File: src/rtl/pfd_pkg.sv
package pfd_pkg;
  typedef enum logic [1:0] {PH_IDLE = 2'd0, PH_REF = 2'd1, PH_FB = 2'd2} phase_e;

  typedef struct packed {
    logic clear;    // power-save: wipe count, run and lock
    logic start;    // a new comparison opens, count loads 1
    logic count;    // comparison still open, count advances
    logic finish;   // comparison closes this edge
    logic zeroErr;  // closing with both edges on one clock
  } cmp_strobe_t;
endpackage

File: src/rtl/pfd_phase_ctrl.sv
module pfd_phase_ctrl
  import pfd_pkg::*;
(
  input  logic        clk,
  input  logic        rstN,
  input  logic        refIn,
  input  logic        fbIn,
  input  logic        polHigh,
  input  logic        pwrSave,
  input  logic        overCap,
  output cmp_strobe_t stb,
  output logic        pumpUp,
  output logic        pumpDn
);
  phase_e st, stNext;
  logic refQ, fbQ, dzQ, wakeFirst;
  logic refRise, fbRise, gate, driveHigh, lead;

  assign refRise = refIn & ~refQ;
  assign fbRise  = fbIn & ~fbQ;

  always_comb begin
    stb    = '0;
    stNext = st;
    if (pwrSave) begin
      stb.clear = 1'b1;
      stNext    = PH_IDLE;
    end else begin
      unique case (st)
        PH_REF: begin
          if (fbRise) begin
            stb.finish = 1'b1;
            stb.start  = refRise;
            stNext     = refRise ? PH_REF : PH_IDLE;
          end else begin
            stb.count = 1'b1;
          end
        end
        PH_FB: begin
          if (refRise) begin
            stb.finish = 1'b1;
            stb.start  = fbRise;
            stNext     = fbRise ? PH_FB : PH_IDLE;
          end else begin
            stb.count = 1'b1;
          end
        end
        default: begin
          if (refRise && fbRise) begin
            stb.finish  = 1'b1;
            stb.zeroErr = 1'b1;
          end else if (refRise) begin
            stb.start = 1'b1;
            stNext    = PH_REF;
          end else if (fbRise) begin
            stb.start = 1'b1;
            stNext    = PH_FB;
          end
        end
      endcase
    end
  end

  always_ff @(posedge clk) begin
    if (!rstN) begin
      st        <= PH_IDLE;
      refQ      <= 1'b0;
      fbQ       <= 1'b0;
      dzQ       <= 1'b0;
      wakeFirst <= 1'b0;
    end else begin
      st   <= stNext;
      refQ <= refIn;
      fbQ  <= fbIn;
      dzQ  <= stb.finish;
      if (pwrSave)         wakeFirst <= 1'b1;
      else if (stb.finish) wakeFirst <= 1'b0;
    end
  end

  assign lead      = (st == PH_REF) || (st == PH_FB);
  assign gate      = lead && !(wakeFirst && overCap);
  assign driveHigh = (st == PH_REF) ~^ polHigh;
  assign pumpUp    = dzQ | (gate & driveHigh);
  assign pumpDn    = dzQ | (gate & ~driveHigh);
endmodule

File: src/rtl/pfd_err_dpath.sv
module pfd_err_dpath
  import pfd_pkg::*;
#(
  parameter int MAX_ERR    = 63,
  parameter int UNLOCK_CYC = 4,
  parameter int LOCK_CYC   = 2,
  parameter int LOCK_RUN   = 3,
  parameter int WAKE_CAP   = 3,
  localparam int CNT_W     = $clog2(MAX_ERR + 1)
)(
  input  logic              clk,
  input  logic              rstN,
  input  cmp_strobe_t       stb,
  output logic              overCap,
  output logic [CNT_W-1:0]  errWidth,
  output logic              lockQ
);
  localparam int RUN_W = $clog2(LOCK_RUN + 1);
  localparam logic [CNT_W-1:0] CNT_MAX = CNT_W'(MAX_ERR);
  localparam logic [CNT_W-1:0] UNL_TH  = CNT_W'(UNLOCK_CYC);
  localparam logic [CNT_W-1:0] LCK_TH  = CNT_W'(LOCK_CYC);
  localparam logic [CNT_W-1:0] CAP_TH  = CNT_W'(WAKE_CAP);
  localparam logic [RUN_W-1:0] RUN_MAX = RUN_W'(LOCK_RUN);

  logic [CNT_W-1:0] cnt;
  logic [RUN_W-1:0] run;

  assign errWidth = stb.zeroErr ? '0 : cnt;
  assign overCap  = cnt > CAP_TH;

  always_ff @(posedge clk) begin
    if (!rstN || stb.clear) begin
      cnt   <= '0;
      run   <= '0;
      lockQ <= 1'b0;
    end else begin
      if (stb.start)       cnt <= CNT_W'(1);
      else if (stb.count)  cnt <= (cnt == CNT_MAX) ? cnt : cnt + 1'b1;
      else if (stb.finish) cnt <= '0;

      if (stb.finish) begin
        if (errWidth >= UNL_TH) begin
          lockQ <= 1'b0;
          run   <= '0;
        end else if (errWidth <= LCK_TH) begin
          run <= (run == RUN_MAX) ? run : run + 1'b1;
          if (run >= RUN_MAX - 1'b1) lockQ <= 1'b1;
        end else begin
          run <= '0;
        end
      end
    end
  end
endmodule

File: src/rtl/pfd_lock_top.sv
module pfd_lock_top
  import pfd_pkg::*;
#(
  parameter int MAX_ERR    = 63,
  parameter int UNLOCK_CYC = 4,
  parameter int LOCK_CYC   = 2,
  parameter int LOCK_RUN   = 3,
  parameter int WAKE_CAP   = 3
)(
  input  logic       clk,
  input  logic       rstN,
  input  logic [1:0] refIn,
  input  logic [1:0] fbIn,
  input  logic [1:0] polHigh,
  input  logic [1:0] pwrSave,
  input  logic       monSel,
  input  logic [1:0] monSrc,
  output logic [1:0] pumpUp,
  output logic [1:0] pumpDn,
  output logic [1:0] pumpEn,
  output logic       lockMon
);
  localparam int NSEC  = 2;
  localparam int CNT_W = $clog2(MAX_ERR + 1);

  logic [NSEC-1:0]            secLock;
  logic [NSEC-1:0]            finStb;
  logic [NSEC-1:0][CNT_W-1:0] errWidth;
  logic                       lockAll;
  logic                       rawPick;

  for (genvar s = 0; s < NSEC; s++) begin : g_sec
    cmp_strobe_t stb;
    logic        overCap;

    pfd_phase_ctrl u_ctrl (
      .clk(clk), .rstN(rstN), .refIn(refIn[s]), .fbIn(fbIn[s]),
      .polHigh(polHigh[s]), .pwrSave(pwrSave[s]), .overCap(overCap),
      .stb(stb), .pumpUp(pumpUp[s]), .pumpDn(pumpDn[s])
    );

    pfd_err_dpath #(
      .MAX_ERR(MAX_ERR), .UNLOCK_CYC(UNLOCK_CYC), .LOCK_CYC(LOCK_CYC),
      .LOCK_RUN(LOCK_RUN), .WAKE_CAP(WAKE_CAP)
    ) u_dp (
      .clk(clk), .rstN(rstN), .stb(stb), .overCap(overCap),
      .errWidth(errWidth[s]), .lockQ(secLock[s])
    );

    assign finStb[s] = stb.finish;
    assign pumpEn[s] = pumpUp[s] | pumpDn[s];
  end

  assign lockAll = &(pwrSave | secLock);
  assign rawPick = monSrc[1] ? fbIn[monSrc[0]] : refIn[monSrc[0]];
  assign lockMon = monSel ? rawPick : lockAll;
endmodule

File: config.mk
export PLATFORM = sky130hd
export DESIGN_NAME = pfd_lock_top
export DESIGN_NICKNAME = d
export VERILOG_FILES = /design/src/rtl/pfd_pkg.sv /design/src/rtl/pfd_phase_ctrl.sv /design/src/rtl/pfd_err_dpath.sv /design/src/rtl/pfd_lock_top.sv
export SDC_FILE = /design/constraint.sdc
export NUM_CORES = 1
export LEC_CHECK = 0
export BUFFER_PORTS_ARGS = -buffer_cell sky130_fd_sc_hd__buf_2
export CAP_MARGIN = 5
export CORE_UTILIZATION = 55
export CTS_BUF_LIST = sky130_fd_sc_hd__clkbuf_16
export CTS_CLUSTER_DIAMETER = 40
export CTS_CLUSTER_SIZE = 12
export DETAILED_ROUTE_END_ITERATION = 10
export GPL_TIMING_DRIVEN = 0
export HOLD_SLACK_MARGIN = 0.05
export PLACE_DENSITY = 0.75
export SYNTH_ARGS = -nofsm -noshare
export SYNTH_HDL_FRONTEND = slang
export SYNTH_SLANG_ARGS = --single-unit
File: constraint.sdc
create_clock -name clk -period 3.7 [get_ports clk]
set_input_delay 0.37 -clock clk [delete_from_list [all_inputs] [get_ports clk]]
set_output_delay 0.37 -clock clk [all_outputs]
set_load 0.005 [all_outputs]
==> flow_metrics.env, run 1 <==
export IMPL_cts_clk_slew_worst_paths_ps=50
export IMPL_power_total_mw=0.832
export IMPL_start_util_pct=57.7
export IMPL_period_share_pct=58.9
export IMPL_maxCapViolCount=0
export IMPL_die_x_um=61.4
export IMPL_crit_chain="nor4_1 > nand2b_1 > a21oi_1 > a21oi_1 > buf_4 > buf_2"
export IMPL_crit_path_end_kind="output pin"
export IMPL_period_minus_slack_ps=2180
export IMPL_crit_fanout=4
export IMPL_grt_max_degree=11
export IMPL_vias_per_cell=5.46
export IMPL_crit_buf_inv=2
export IMPL_critPathKind="flop to output pin"
export IMPL_crit_top_cell="a21oi_1"
export IMPL_synth_cells=226
export IMPL_ant_nets=0
export IMPL_diodes=0
export IMPL_slew_headroom_pct=57.0
export IMPL_totalWireLength_mm=3.78
export IMPL_utilization_pct=66.2
export IMPL_endpoint="pumpDn[0]"
export IMPL_ir_drop_mv=0.288
export IMPL_tightest_slew_ps=639
export IMPL_rsz0062_at_grt="no"
export IMPL_cts_hold_fix_buffers=0
export IMPL_outcome="completed"
export IMPL_post_cts_resized=0
export IMPL_vias=1628
export IMPL_async_reset_ff_share_pct=0
export IMPL_synth_top_cell_area_share_pct=30.9
export IMPL_crit_slowest_cell="nor4_1"
export IMPL_cp_arrival_ps=1810
export IMPL_grt_pass1_vias=1443
export IMPL_rr_endpoint="g_sec[1].u_dp.run[1]$_SDFFE_PP0P_"
export IMPL_numCtsBuffers=5
export IMPL_htree_levels=2
export IMPL_ys_seq_elements=30
export IMPL_timing_rr_start="g_sec[1].u_ctrl.refQ$_SDFF_PN0_"
export IMPL_p_per_area_nw_per_um2=374
export IMPL_first_pass_iters=4
export IMPL_clkSinkCount=30
export IMPL_cp_required_ps=3330
export IMPL_hold_violations=0
export IMPL_grt_usage_pct=22.9
export IMPL_fillers=301
export IMPL_syn_to_final_growth_pct=14.7
export IMPL_synth_edf_count=0
export IMPL_hpwlAfterDp_mm=2.74
export IMPL_drt_drc_violations_left=0
export IMPL_drtIter0Drc=66
export IMPL_drv_slew=0
export IMPL_synth_flop_cell="dfxtp_1"
export IMPL_cts_root_buffer="clkbuf_16"
export IMPL_drive_gt1_share_pct=15.9
export IMPL_core_area_um2=3360
export IMPL_setup_violations=0
export IMPL_avgSynthCellArea_um2=8.59
export IMPL_die_area_um2=3770
export IMPL_postPlaceCellArea_um2=2090
export IMPL_synth_area_leaders="dfxtp_1 (31%), ha_1 (9.0%), nor2_1 (5.2%), a21oi_1 (3.4%), inv_1 (3.3%)"
export IMPL_cp_slowest_stage_delay_ps=570
export IMPL_insertion_delay_ps=270
export IMPL_netlist_area_um2=1940
export IMPL_routabilityCongestion=0.834
export IMPL_r2r_slack_ps=1570
export IMPL_rr_worst_depth=8
export IMPL_wl_per_cell_um=12.7
export IMPL_clock_fmax_ghz=0.459
export IMPL_rows=21
export IMPL_crit_start="g_sec[0].u_dp.cnt[4]$_SDFFE_PP0P_"
export IMPL_syn_nets=253
export IMPL_nNetsFinal=278
export IMPL_start_kind="flop"
export IMPL_antenna_found_initial=0
export IMPL_cts_buffer_depth=2
export IMPL_p_leak_nw=0.956
export IMPL_yosysWarnings=0
export IMPL_yosysSeqAreaShare_pct=30.9
export IMPL_ys_types=52
export IMPL_fin_area_um2=2230
export IMPL_cts_setup_buffers=0
export IMPL_stdcell_count=298
export IMPL_die_height_um=61.4
export IMPL_totalNegativeSetupSlack_ps=0
export IMPL_dp_cells=290
export IMPL_multi_input_area_um2=1220
export IMPL_ff_latch_area_um2=601
export IMPL_path_delay_family="simple AND/OR/NAND/NOR gates"
export IMPL_ios=20
export IMPL_cts_tree="yes"
export IMPL_clock_skew_ps=1.96
export IMPL_cp_num_cells=6
export IMPL_grt_pass1_wl_mm=6.34
export IMPL_grt_overflow_total=0
export IMPL_hp_class="input port to flop"
export IMPL_port_buffers=18
export IMPL_synth_area_leader_cell="dfxtp_1"
-- synth_stat cells, drive strengths merged, types with 2 or more instances --
| master | count |
|---|---|
| a21oi | 13 |
| ha | 14 |
| nand4 | 2 |
| o211ai | 4 |
| and2 | 7 |
| nand3 | 3 |
| mux2i | 6 |
| nand2b | 10 |
| o22ai | 3 |
| xor2 | 5 |
| a22o | 2 |
| inv | 17 |
| nor2b | 8 |
| and2b | 3 |
| a211o | 3 |
| o311ai | 2 |
| buf | 7 |
| and4bb | 3 |
| o21ai | 9 |
| nor4 | 3 |
| or4 | 3 |
| clkbuf | 2 |
| nor3 | 6 |
| nand2 | 6 |
| o31ai | 3 |
| a311oi | 3 |
| dfxtp | 30 |
| and3 | 6 |
| nor2 | 27 |
| xnor2 | 2 |
-- where the power goes --
part           internal (mW)  total (mW)  leakage, nW  switching (mW)
clock                  0.242       0.372       0.0724           0.130
combinational         0.0552       0.121        0.639          0.0662
sequential             0.333       0.339        0.244         0.00622
total                  0.630       0.832        0.956           0.202
-- sequential cells by signal, summed over array words and instances (netlist names) --
| register | cells |
|---|---|
| g_sec.u_dp.run | 4 |
| g_sec.u_dp.lockQ | 2 |
| g_sec.u_dp.cnt | 12 |
| g_sec.u_ctrl.refQ | 2 |
| g_sec.u_ctrl.fbQ | 2 |
| g_sec.u_ctrl.dzQ | 2 |
| g_sec.u_ctrl.st | 4 |
| g_sec.u_ctrl.wakeFirst | 2 |
-- through the flow --
step / setup slack, ps / hold WS [ps]
3_5_place_dp: 1460 / 467
2_1_floorplan: 1800 / 441
4_1_cts: 1520 / 330
6_report: 1520 / 331
3_3_place_gp: 1460 / 458
5_1_grt: 1350 / 339
-- final cells by class --
cell class | instances | share of cell area (%)
Buffer | 9 | 2.64
Clock buffer | 5 | 5.62
Clock inverter | 3 | 0.562
Inverter | 17 | 2.87
Multi-Input combinational cell | 170 | 54.7
Sequential cell | 30 | 27.0
Tap cell | 46 | 2.58
Timing Repair Buffer | 18 | 4.04
-- worst register-to-register path, cell delays in order (launching register included) --
cell and delay, ps:
dfxtp_1 310, nand2b_1 250, inv_1 70, ha_1 220, and2_1 230, a311oi_2 490
or4_1 220, a2bb2oi_1 160, nor2_1 60
-- logic make-up (layout without fill, tap and decap cells) --
logic type,after synthesis,count (layout),synth area share (%)
simple gates,89,89,26.0
fa+ha+maj,14,14,9.02
xor+xnor,7,7,3.16
compound gates,52,52,19.8
flops,30,30,30.9
buf+inv,26,52,6.31
mux,8,8,4.83
-- cell usage in the layout, fill, tap and decap left out, types with 3 or more instances in the layout --
master,instances
and3_1,6
nand3_1,3
or4_1,3
nand2_1,6
nor3_1,6
o22ai_1,3
o31ai_1,3
xor2_1,5
buf_2,20
a211o_1,3
nor2b_1,7
a21oi_1,13
mux2i_1,6
ha_1,14
clkbuf_16,5
o21ai_0,8
nand2b_1,10
and2b_1,3
o211ai_1,4
dfxtp_1,30
nor2_1,27
buf_4,4
and2_1,7
inv_1,18
-- how the worst min path moves through the flow --
stage	cells after the start	slack, ps	to	start
2_1_floorplan	2	440	g_sec[1].u_dp.lockQ$_SDFFE_PP0P_	g_sec[1].u_dp.lockQ$_SDFFE_PP0P_
3_3_place_gp	2	460	g_sec[0].u_dp.lockQ$_SDFFE_PP0P_	g_sec[0].u_dp.lockQ$_SDFFE_PP0P_
3_5_place_dp	2	470	g_sec[0].u_dp.lockQ$_SDFFE_PP0P_	g_sec[0].u_dp.lockQ$_SDFFE_PP0P_
4_1_cts	2	330	g_sec[1].u_ctrl.fbQ$_SDFF_PN0_	fbIn[1]
5_1_grt	2	340	g_sec[1].u_ctrl.fbQ$_SDFF_PN0_	fbIn[1]
6_report	2	330	g_sec[1].u_ctrl.fbQ$_SDFF_PN0_	fbIn[1]
-- metal layers --
metal,up-vias,GRT usage (%),part of all wire [%]
met5,-,0,0
met2,29,35.1,43
li1,858,-,-
met1,736,31.9,52
met4,0,8.89,1.1
met3,5,4.62,3.9
Power figures use the tool's default switching activity.
==> run 2, diff against run 1 <==
--- a/config.mk
+++ b/config.mk
@@ -7,14 +7,14 @@
 export LEC_CHECK = 0
 export BUFFER_PORTS_ARGS = -buffer_cell sky130_fd_sc_hd__buf_2
 export CAP_MARGIN = 5
-export CORE_UTILIZATION = 55
+export CORE_UTILIZATION = 53
 export CTS_BUF_LIST = sky130_fd_sc_hd__clkbuf_16
 export CTS_CLUSTER_DIAMETER = 40
 export CTS_CLUSTER_SIZE = 12
 export DETAILED_ROUTE_END_ITERATION = 10
 export GPL_TIMING_DRIVEN = 0
 export HOLD_SLACK_MARGIN = 0.05
-export PLACE_DENSITY = 0.75
+export PLACE_DENSITY = 0.76
 export SYNTH_ARGS = -nofsm -noshare
 export SYNTH_HDL_FRONTEND = slang
 export SYNTH_SLANG_ARGS = --single-unit
==> constraint.sdc (replaced) <==
create_clock -name clk -period 2 [get_ports clk]
set_input_delay 0.2 -clock clk [delete_from_list [all_inputs] [get_ports clk]]
set_output_delay 0.2 -clock clk [all_outputs]
set_load 0.005 [all_outputs]
==> run 2 against run 1 <==
The run now ends with negative setup slack left. Power rose by 89%. Sequential share of layout area fell by 1.7 points. Non-clock buffer count rose by 7. Clock skew barely moved. Final cell count rose by 1.7%. Via count rose by 4.2%. Critical endpoint is now g_sec[1].u_dp.run[1]$_SDFFE_PP0P_.
==> flow_metrics.env, run 2 (synthesized netlist as in run 1, its figures left out) <==
export IMPL_cts_clk_slew_worst_paths_ps=50
export IMPL_outcome="finished, violations left"
export IMPL_largest_reg_flops=12
export IMPL_start_util_pct=56.8
export IMPL_vias=1697
export IMPL_drv_slew=0
export IMPL_p_leak_nw=1.00
export IMPL_grt_pass1_vias=1619
export IMPL_cts_root_buffer="clkbuf_16"
export IMPL_numCtsBuffers=5
export IMPL_clock_fmax_ghz=0.500
export IMPL_drt_drc_violations_left=0
export IMPL_crit_fanout=8
export IMPL_wl_per_cell_um=13.8
export IMPL_drtIter0Drc=86
export IMPL_tightest_slew_ps=531
export IMPL_period_share_pct=100
export IMPL_path_delay_family="simple AND/OR/NAND/NOR gates"
export IMPL_grt_usage_pct=23.2
export IMPL_pre_cts_ws_ps=-82.8
export IMPL_top_regs="g_sec.u_dp.cnt: 12 flops, g_sec.u_ctrl.st: 4 flops, g_sec.u_dp.run: 4 flops"
export IMPL_crit_path_end_kind="flop"
export IMPL_cts_buffer_depth=2
export IMPL_crit_buf_inv=2
export IMPL_setup_violations=1
export IMPL_antenna_found_initial=0
export IMPL_ir_drop_mv=0.561
export IMPL_rows=21
export IMPL_hp_class="input port to flop"
export IMPL_core_area_um2=3420
export IMPL_cp_arrival_ps=2210
export IMPL_violations="negative setup slack"
export IMPL_use_met3_pct=4.93
export IMPL_die_x_um=62.5
export IMPL_ios=20
export IMPL_dp_cells=290
export IMPL_start_kind="flop"
export IMPL_p_per_area_nw_per_um2=658
export IMPL_cp_num_cells=8
export IMPL_critPathKind="flop to flop"
export IMPL_setup_slack_ps=-0.147
export IMPL_syn_to_final_growth_pct=23.3
export IMPL_crit_chain="inv_2 > ha_4 > buf_6 > and4bb_1 > a311oi_4 > or4_4 > a2bb2oi_1 > nor2_1"
export IMPL_totalWireLength_mm=4.18
export IMPL_diodes=0
export IMPL_period_minus_slack_ps=2000
export IMPL_nNetsFinal=285
export IMPL_htree_levels=2
export IMPL_regMostFlops="g_sec.u_dp.cnt"
export IMPL_cp_slowest_stage_delay_ps=570
export IMPL_utilization_pct=70.1
export IMPL_insertion_delay_ps=270
export IMPL_grt_overflow_total=0
export IMPL_die_height_um=62.5
export IMPL_final_cell_mix="nor2_1 (27), dfxtp_1 (27), buf_2 (19)"
export IMPL_postPlaceCellArea_um2=2090
export IMPL_grt_pass1_wl_mm=7.11
export IMPL_first_pass_iters=4
export IMPL_rr_worst_depth=8
export IMPL_stdcell_count=303
export IMPL_cts_hold_fix_buffers=0
export IMPL_grt_busiest_layer="met2"
export IMPL_cts_tree="yes"
export IMPL_hpwlAfterDp_mm=2.95
export IMPL_grt_met1_usage_pct=30.6
export IMPL_maxCapViolCount=0
export IMPL_ant_nets=0
export IMPL_rsz0062_at_grt="yes"
export IMPL_grtUsageMet2_pct=36.4
export IMPL_fin_area_um2=2390
export IMPL_port_buffers=18
export IMPL_holdPathStages=2
export IMPL_clkSinkCount=30
export IMPL_vias_per_cell=5.60
export IMPL_slew_headroom_pct=64.6
export IMPL_grt_max_degree=11
export IMPL_crit_slowest_cell="or4_4"
export IMPL_clock_skew_ps=2.24
export IMPL_cp_required_ps=2210
export IMPL_die_area_um2=3910
export IMPL_routabilityCongestion=0.867
export IMPL_drive_gt1_share_pct=26.1
export IMPL_hold_violations=0
run 2: cell types whose count changed in the layout (fill, tap and decap cells not counted), moves of 2 or more:
cell / previous run / this run
a21oi_1: 13 / 10
and2_1: 7 / 5
inv_1: 18 / 16
ha_1: 14 / 12
a21oi_2: 0 / 3
or4_1: 3 / 1
dfxtp_2: 0 / 3
buf_4: 4 / 11
or4_4: 0 / 2
dfxtp_1: 30 / 27
run 2: final cells by class:
class,count,area (um2)
flip-flops and latches,30,604
clock buffers,5,125
repair buffers,25,143
clock inverters,1,3.75
plain buffers,9,65.1
inverters,17,63.8
well taps,46,57.6
fillers,281,1020
multi-input cells,170,1330
run 2: worst reg2reg max path: stages (launching register included):
cell,delay [ps]
dfxtp_2,340
inv_2,50
ha_4,200
buf_6,120
and4bb_1,320
a311oi_4,80
or4_4,570
a2bb2oi_1,150
nor2_1,100
run 2: metal layers:
layer | vias up | routed length (um)
li1 | 873 | -
met1 | 786 | 2110
met2 | 32 | 1870
met3 | 6 | 129
met4 | 0 | 69
met5 | - | 0
run 2: path summary, 6_finish.rpt:
path / end / slack (ps) / start
worst max-delay path: g_sec[1].u_dp.run[1]$_SDFFE_PP0P_ / -0.1 / g_sec[1].u_ctrl.st[0]$_SDFFE_PP0P_
worst min-delay path: g_sec[1].u_ctrl.fbQ$_SDFF_PN0_ / 160 / fbIn[1]
worst max register to register: g_sec[1].u_dp.run[1]$_SDFFE_PP0P_ / -0.1 / g_sec[1].u_ctrl.st[0]$_SDFFE_PP0P_
worst min register to register: g_sec[1].u_dp.lockQ$_SDFFE_PP0P_ / 490 / g_sec[1].u_dp.lockQ$_SDFFE_PP0P_
run 2: through the flow:
stage	hold slack, ps	TNS (ps)	power, mW
after floorplan	322	0	0.802
after global placement	439	-142	0.859
after detailed placement	442	-378	0.863
after CTS	166	-35.6	1.56
after global routing	177	-76.8	1.65
final	164	-0.147	1.58
run 2: repair_timing:
item / in CTS / in global routing
buffers inserted: 0 / 7
pin swaps: 1 / 11
resized for setup: 8 / 22
setup endpoints to repair: 12 / 23
run 2: where the power goes:
group | switching (mW) | internal [mW] | leakage, nW
combinational | 0.140 | 0.125 | 0.693
clock | 0.242 | 0.440 | 0.0632
sequential | 0.0124 | 0.616 | 0.245
total | 0.394 | 1.18 | 1.00
